File: src/rtl/dpa_pkg.sv
package dpa_pkg;
  // line-2 operating mode, decoded from control bits 5:4
  typedef enum logic [1:0] {
    L2_INPUT  = 2'b00,
    L2_HSHAKE = 2'b10,
    L2_MANUAL = 2'b11
  } l2_mode_e;

  function automatic l2_mode_e l2_mode(input logic b5, input logic b4);
    if (!b5) return L2_INPUT;
    return b4 ? L2_MANUAL : L2_HSHAKE;
  endfunction

  // request is active while a latched event has its enable set
  function automatic logic irq_req(input logic [5:0] cr, input logic fl1, input logic fl2);
    return (fl1 & cr[0]) | (fl2 & cr[3] & ~cr[5]);
  endfunction
endpackage

File: src/rtl/dpa_sync_edge.sv
module dpa_sync_edge #(
  parameter int STAGES = 2
) (
  input  logic clk_i,
  input  logic rst_ni,
  input  logic d_i,
  output logic rise_o,
  output logic fall_o
);
  logic [STAGES:0] sh_q;

  always_ff @(posedge clk_i or negedge rst_ni) begin
    if (!rst_ni) sh_q <= '0;
    else         sh_q <= {sh_q[STAGES-1:0], d_i};
  end

  assign rise_o = sh_q[STAGES-1] & ~sh_q[STAGES];
  assign fall_o = ~sh_q[STAGES-1] & sh_q[STAGES];


  no_double_rise_chk: assert property (@(posedge clk_i) disable iff (!rst_ni)
    rise_o |=> !rise_o);
endmodule

File: src/rtl/dpa_channel.sv
module dpa_channel #(
  parameter int W           = 8,
  parameter int SYNC_STAGES = 2,
  parameter bit HS_ON_WRITE = 1'b0
) (
  input  logic         clk_i,
  input  logic         rst_ni,
  input  logic         en_fall_i,
  input  logic         acc_i,
  input  logic         rd_i,
  input  logic         ctl_sel_i,
  input  logic [W-1:0] wdat_i,
  output logic [W-1:0] rdat_o,
  input  logic [W-1:0] pin_i,
  output logic [W-1:0] pin_o,
  output logic [W-1:0] pin_oe_o,
  input  logic         l1_i,
  input  logic         l2_i,
  output logic         l2_o,
  output logic         l2_oe_o,
  output logic         irq_n_o
);
  import dpa_pkg::*;

  function automatic logic [W-1:0] merge_pins(input logic [W-1:0] pins,
                                              input logic [W-1:0] outv,
                                              input logic [W-1:0] dir);
    return (pins & ~dir) | (outv & dir);
  endfunction

  logic [W-1:0] ddr_q, out_q;
  logic [5:0]   cr_q;
  logic         fl1_q, fl2_q, hs_q;
  logic         l1_rise, l1_fall, l2_rise, l2_fall;

  dpa_sync_edge #(.STAGES(SYNC_STAGES)) u_sync_l1 (
    .clk_i, .rst_ni, .d_i(l1_i), .rise_o(l1_rise), .fall_o(l1_fall));
  dpa_sync_edge #(.STAGES(SYNC_STAGES)) u_sync_l2 (
    .clk_i, .rst_ni, .d_i(l2_i), .rise_o(l2_rise), .fall_o(l2_fall));

  // named internal events
  logic     ev1, ev2, data_sel, data_rd, data_wr, ddr_wr, ctl_wr, hs_trig, hs_rel;
  l2_mode_e mode;

  assign mode     = l2_mode(cr_q[5], cr_q[4]);
  assign ev1      = cr_q[1] ? l1_rise : l1_fall;
  assign ev2      = ~cr_q[5] & (cr_q[4] ? l2_rise : l2_fall);
  assign data_sel = ~ctl_sel_i & cr_q[2];
  assign data_rd  = acc_i &  rd_i & data_sel;
  assign data_wr  = acc_i & ~rd_i & data_sel;
  assign ddr_wr   = acc_i & ~rd_i & ~ctl_sel_i & ~cr_q[2];
  assign ctl_wr   = acc_i & ~rd_i & ctl_sel_i;
  assign hs_trig  = HS_ON_WRITE ? data_wr : data_rd;
  assign hs_rel   = cr_q[3] ? en_fall_i : ev1;

  always_ff @(posedge clk_i or negedge rst_ni) begin
    if (!rst_ni) begin
      ddr_q <= '0;
      out_q <= '0;
      cr_q  <= '0;
      fl1_q <= 1'b0;
      fl2_q <= 1'b0;
      hs_q  <= 1'b1;
    end else begin
      if (ddr_wr)  ddr_q <= wdat_i;
      if (data_wr) out_q <= wdat_i;
      if (ctl_wr)  cr_q  <= wdat_i[5:0];
      if (ev1)          fl1_q <= 1'b1;
      else if (data_rd) fl1_q <= 1'b0;
      if (ev2)          fl2_q <= 1'b1;
      else if (data_rd) fl2_q <= 1'b0;
      if (hs_trig)      hs_q  <= 1'b0;
      else if (hs_rel)  hs_q  <= 1'b1;
    end
  end

  always_comb begin
    if (ctl_sel_i)     rdat_o = {fl1_q, fl2_q, cr_q};
    else if (cr_q[2])  rdat_o = merge_pins(pin_i, out_q, ddr_q);
    else               rdat_o = ddr_q;
  end

  assign pin_o    = out_q;
  assign pin_oe_o = ddr_q;
  assign l2_oe_o  = cr_q[5];
  assign l2_o     = (mode == L2_MANUAL) ? cr_q[3] : hs_q;
  assign irq_n_o  = ~irq_req(cr_q, fl1_q, fl2_q);


  flag_on_edge_chk: assert property (@(posedge clk_i) disable iff (!rst_ni)
    ev1 |=> fl1_q);

  flag_clear_chk: assert property (@(posedge clk_i) disable iff (!rst_ni)
    (data_rd && !ev1) |=> !fl1_q);

  irq_needs_flag_chk: assert property (@(posedge clk_i) disable iff (!rst_ni)
    !irq_n_o |-> (fl1_q || fl2_q));

  ctl_hold_chk: assert property (@(posedge clk_i) disable iff (!rst_ni)
    !acc_i |=> $stable(cr_q));

  hs_low_chk: assert property (@(posedge clk_i) disable iff (!rst_ni)
    hs_trig |=> !hs_q);
endmodule

File: src/rtl/dual_port_adapter.sv
module dual_port_adapter #(
  parameter int W           = 8,
  parameter int SYNC_STAGES = 2
) (
  input  logic         clk_i,
  input  logic         rst_ni,
  input  logic         cs_hi0_i,
  input  logic         cs_hi1_i,
  input  logic         cs_lo_n_i,
  input  logic [1:0]   reg_sel_i,
  input  logic         rd_wr_i,
  input  logic         en_i,
  input  logic [W-1:0] dat_i,
  output logic [W-1:0] dat_o,
  output logic         dat_oe_o,
  output logic         irq_a_n_o,
  output logic         irq_b_n_o,
  input  logic [W-1:0] pa_i,
  output logic [W-1:0] pa_o,
  output logic [W-1:0] pa_oe_o,
  input  logic         pa_l1_i,
  input  logic         pa_l2_i,
  output logic         pa_l2_o,
  output logic         pa_l2_oe_o,
  input  logic [W-1:0] pb_i,
  output logic [W-1:0] pb_o,
  output logic [W-1:0] pb_oe_o,
  input  logic         pb_l1_i,
  input  logic         pb_l2_i,
  output logic         pb_l2_o,
  output logic         pb_l2_oe_o
);
  localparam int NCH = 2;

  logic en_q, en_fall, sel;

  always_ff @(posedge clk_i or negedge rst_ni) begin
    if (!rst_ni) en_q <= 1'b0;
    else         en_q <= en_i;
  end

  assign sel     = cs_hi0_i & cs_hi1_i & ~cs_lo_n_i;
  assign en_fall = en_q & ~en_i;

  logic [W-1:0] pin_in [NCH], pin_out [NCH], pin_oe [NCH], rdat [NCH];
  logic         l1_in [NCH], l2_in [NCH], l2_out [NCH], l2_oe [NCH], irq_n [NCH];

  assign pin_in[0] = pa_i;    assign pin_in[1] = pb_i;
  assign l1_in[0]  = pa_l1_i; assign l1_in[1]  = pb_l1_i;
  assign l2_in[0]  = pa_l2_i; assign l2_in[1]  = pb_l2_i;

  for (genvar g = 0; g < NCH; g++) begin : g_ch
    logic acc;
    assign acc = en_fall & sel & (reg_sel_i[1] == g[0]);
    dpa_channel #(
      .W(W), .SYNC_STAGES(SYNC_STAGES), .HS_ON_WRITE(g == 1)
    ) u_ch (
      .clk_i, .rst_ni,
      .en_fall_i(en_fall),
      .acc_i(acc),
      .rd_i(rd_wr_i),
      .ctl_sel_i(reg_sel_i[0]),
      .wdat_i(dat_i),
      .rdat_o(rdat[g]),
      .pin_i(pin_in[g]),
      .pin_o(pin_out[g]),
      .pin_oe_o(pin_oe[g]),
      .l1_i(l1_in[g]),
      .l2_i(l2_in[g]),
      .l2_o(l2_out[g]),
      .l2_oe_o(l2_oe[g]),
      .irq_n_o(irq_n[g])
    );
  end

  assign dat_o      = reg_sel_i[1] ? rdat[1] : rdat[0];
  assign dat_oe_o   = sel & rd_wr_i;
  assign pa_o       = pin_out[0]; assign pb_o       = pin_out[1];
  assign pa_oe_o    = pin_oe[0];  assign pb_oe_o    = pin_oe[1];
  assign pa_l2_o    = l2_out[0];  assign pb_l2_o    = l2_out[1];
  assign pa_l2_oe_o = l2_oe[0];   assign pb_l2_oe_o = l2_oe[1];
  assign irq_a_n_o  = irq_n[0];   assign irq_b_n_o  = irq_n[1];


  desel_quiet_chk: assert property (@(posedge clk_i) disable iff (!rst_ni)
    !(cs_hi0_i && cs_hi1_i && !cs_lo_n_i) |-> !dat_oe_o);

  reset_irq_chk: assert property (@(posedge clk_i)
    !rst_ni |-> (irq_a_n_o && irq_b_n_o && pa_oe_o == '0 && pb_oe_o == '0));
endmodule

File: config.mk
export PLATFORM = sky130hd
export DESIGN_NAME = dual_port_adapter
export DESIGN_NICKNAME = d
export VERILOG_FILES = /design/src/rtl/dpa_pkg.sv /design/src/rtl/dpa_sync_edge.sv /design/src/rtl/dpa_channel.sv /design/src/rtl/dual_port_adapter.sv
export SDC_FILE = /design/constraint.sdc
export NUM_CORES = 1
export LEC_CHECK = 0
export ABC_AREA = 1
export BUFFER_PORTS_ARGS = -buffer_cell sky130_fd_sc_hd__buf_2
export CAP_MARGIN = 15
export CORE_MARGIN = 2
export CORE_UTILIZATION = 50
export CTS_CLUSTER_DIAMETER = 200
export DETAILED_ROUTE_END_ITERATION = 10
export PLACE_DENSITY_LB_ADDON = 0.2
export SETUP_SLACK_MARGIN = 0.15
export SLEW_MARGIN = 20
export SYNTH_ARGS = -nofsm -noshare
export SYNTH_HDL_FRONTEND = slang
export SYNTH_SLANG_ARGS = --single-unit
File: constraint.sdc
create_clock -name clk_i -period 1.7 [get_ports clk_i]
set_clock_uncertainty 0.05 [all_clocks]
set_input_delay 0.34 -clock clk_i [delete_from_list [all_inputs] [get_ports clk_i]]
set_output_delay 0.34 -clock clk_i [all_outputs]
set_load 0.1 [all_outputs]
==> metrics.yaml <==
finish:
  finalNonFillerCells: 604
  num_antenna_cells: 0
  final_cell_mix: "nand2_1, nand3_1, buf_4"
  area_delta_synth_final_pct: 47.8
  finalNetCount: 559
  layout_commonest_cell: "nand2_1"
  drive_gt1_share_pct: 45.5
min_path:
  min_path_cells: 1
  hold_path_class: "in -> reg"
sta:
  slew_headroom_pct: 76.8
  slew_viol_final: 0
  rsz0062_at_grt: "true"
  fin_crit_ps: 1980
  holdWs_ps: 46.4
  setup_violations: 9
  finalWorstSetupSlack_ps: -280
  hold_viol_final: 0
  worst_slew_pin_slew_ps: 349
  max_freq_ghz: 0.505
  fin_crit_sh_pct: 116
pwr:
  p_leak_nw: 2.44
  net-switching-power_mw: 1.51
  comb_power_share_pct: 28.7
  powerDensity_nw_per_um2: 860
  max-vdd-ir-drop_mv: 0.679
  sw_frac_of_total_pct: 35.6
  clockPowerShare_pct: 31.4
  intPower_mw: 2.73
  power_frac_seq_pct: 39.9
worst_setup_path:
  crit_slowest_cell: "dfrtp_2"
  path_common_cell: "nand2_1"
  cp-end-kind: "output pin"
  cp-start-kind: "flip-flop"
  endpoint: "dat_o[7]"
  r2r_slack_ps: 240
  required_ps: 1310
  rr_worst_depth: 7
  crit_family: "flip-flops"
  crit_arrival_ps: 1590
  slowest_delay_ps: 480
  crit_start: "g_ch[0].u_ch.cr_q[2]"
  crit_chain: "buf_6, nand2_1, inv_1, o22ai_1, nand2_1, nand2_2, nand2_8, buf_12"
  critPathBufInv: 3
  r2r-start: "g_ch[1].u_ch.cr_q[2]"
  critPathKind: "reg -> out"
  crit-reg2reg-capture: "g_ch[1].u_ch.pin_o[6]"
  crit_fanout: 8
  cp.depth: 8
grt:
  grt-ovfl-total: 0
  grt_antenna_before_repair: 0
  grtUsageTotal_pct: 27.8
  grt_pass1_wl_microns: 15600
  grt_max_degree: 64
  grt_pass1_vias: 3202
clock_tree:
  cts_tree: "built"
  cts_root_buffer: "clkbuf_8"
  clock-sinks: 63
  cts_made_buffers: 9
  htreeDepth: 3
  clk_latency_ps: 340
  clk_pin_slew_ps: 70
  clock_path_buffers: 2
routing:
  ant_nets: 0
  dr.pass1.iters: 4
  wl_microns: 9680
  num_vias: 3298
  wl_per_cell_microns: 16.0
  drtIter0Drc: 235
  via_per_inst: 5.46
  drc: 0
flow_run:
  maxCapViolations: 0
logic_synthesis:
  synthAdderAreaFrac_pct: 0
  synth_area_leaders: "dfrtp_1, nand2_1, nand3_1, nand4_4, inv_1"
  synthMuxAreaShare_pct: 0
  yosys_register_bits: 63
  yosys.area.top_type: "dfrtp_1"
  syn_area_per_cell_sq_um: 8.05
  synth_top_family_by_area: "simple AND/OR/NAND/NOR gates"
  ys_warn_count: 0
  yosysUniqueCellTypes: 30
  syn_area_sq_um: 3330
  yosys.area.top_type_share_pct: 45.8
  syn_nets: 451
  seq_area_frac_synth_pct: 47.4
  synth_compound_area_share_pct: 7.02
  syn-instance-count: 414
  synth_xor_area_share_pct: 0
  synth-simple-area-share_pct: 37.7
outcome:
  violations: "setup timing"
  status: "finished with violations"
floorplanning:
  core_sq_um: 6390
  dieArea_sq_um: 7330
  chipWidth_microns: 85.6
  die_h_microns: 85.6
  initial_core_util_pct: 52.2
  rows: 29
  ioPinCount: 84
placed_design:
  place_congestion: 0.972
  port-buffer-count: 83
  dp_cells: 581
  hpwl_microns: 6820
area by class of cell:
cell class	instances	area, sq um
tap	77	96.3
sequential	63	1700
fill	433	1460
inverter	34	151
timing repair buffer	112	1020
multi-input combinational	302	1760
clock buffer	12	155
clock inverter	4	45.0
through the flow:
stage	area (sq um)	worst slack, ps	total power, mW	setup TNS [ps]	utilization, %
floorplan	3660	-99.6	2.48	-303	-
global placement	4500	2.62	2.84	0	70.5
detailed placement	4500	-15.3	2.86	-15.3	70.5
CTS	4860	-333	4.22	-2340	76.2
global route	4920	-377	4.38	-2910	77.1
finish	4920	-280	4.23	-2130	77.1
worst register-to-register path, stage by stage (launching register included):
cell	delay, ps
dfrtp_2	410
buf_12	140
inv_1	50
buf_4	140
nor2_8	130
nand4_4	220
nand2_1	120
nand2_1	70
sequential cells by signal, summed over array words and instances (netlist names):
| name | flops |
|---|---|
| g_ch.u_ch.pin_o | 16 |
| g_ch.u_ch.pin_oe_o | 16 |
| g_ch.u_ch.cr_q | 12 |
| g_ch.u_ch.u_sync_l1.sh_q | 6 |
| g_ch.u_ch.u_sync_l2.sh_q | 6 |
| g_ch.u_ch.fl1_q | 2 |
| g_ch.u_ch.fl2_q | 2 |
| g_ch.u_ch.hs_q | 2 |
| en_q | 1 |
metal layers:
layer  track usage, %  wire length, microns  vias to the layer above
met5                0                     0                        -
met4             13.1                   303                        0
met3             4.14                   680                       31
met2             46.4                  4830                      139
met1             35.7                  3870                     1579
li1                 -                     -                     1549
repair_timing:
action / 4_1_cts / 5_1_grt
hold buffers: 1 / 0
endpoints found under the setup margin: 42 / 16
endpoints found under the hold margin: 61 / 0
setup buffers: 4 / 2
pin swaps: 16 / 10
gates resized for setup: 47 / 17
logic make-up (layout without fill, tap and decap cells):
| kind of cell | Yosys count | after routing |
|---|---|---|
| and+or+nand+nor | 261 | 261 |
| buffers and inverters | 49 | 162 |
| DFF | 63 | 63 |
| AOI/OAI and AO/OA | 41 | 41 |
power by group through the flow:
stage	combinational [mW]	sequential (mW)	clock, mW
2_1_floorplan	0.524	1.96	0
3_3_place_gp	1.13	1.71	0
3_5_place_dp	1.14	1.71	0
4_1_cts	1.20	1.69	1.33
5_1_grt	1.27	1.70	1.41
6_report	1.22	1.69	1.33
Yosys cell counts:
cell type	n
buf_2	4
o21bai_1	2
inv_4	1
dfstp_2	2
nor2_4	5
nor2_8	2
nor2_2	2
dfrtp_1	61
a31oi_1	2
buf_6	5
inv_2	3
or2_2	2
bufinv_8	1
a32oi_1	2
nor2_1	17
a21o_1	1
inv_1	29
nand2_2	1
o21ai_0	19
nand4_4	6
o211ai_1	2
buf_4	5
o22ai_1	5
nand3_1	50
nand3_2	3
clkbuf_1	1
nand4_1	2
nand3b_1	1
nand2_1	170
a21oi_1	8
how the worst min path moves through the flow:
stage,from,to
after CTS,pa_l1_i,g_ch[0].u_ch.u_sync_l1.sh_q[0]
after floorplan,rst_ni,en_q
after global routing,pb_l1_i,g_ch[1].u_ch.u_sync_l1.sh_q[0]
final,pa_l1_i,g_ch[0].u_ch.u_sync_l1.sh_q[0]
after global placement,g_ch[1].u_ch.u_sync_l2.sh_q[0],g_ch[1].u_ch.u_sync_l2.sh_q[1]
after detailed placement,g_ch[0].u_ch.u_sync_l1.sh_q[0],g_ch[0].u_ch.u_sync_l1.sh_q[1]
Note: power is estimated with default switching activity, not from simulation.
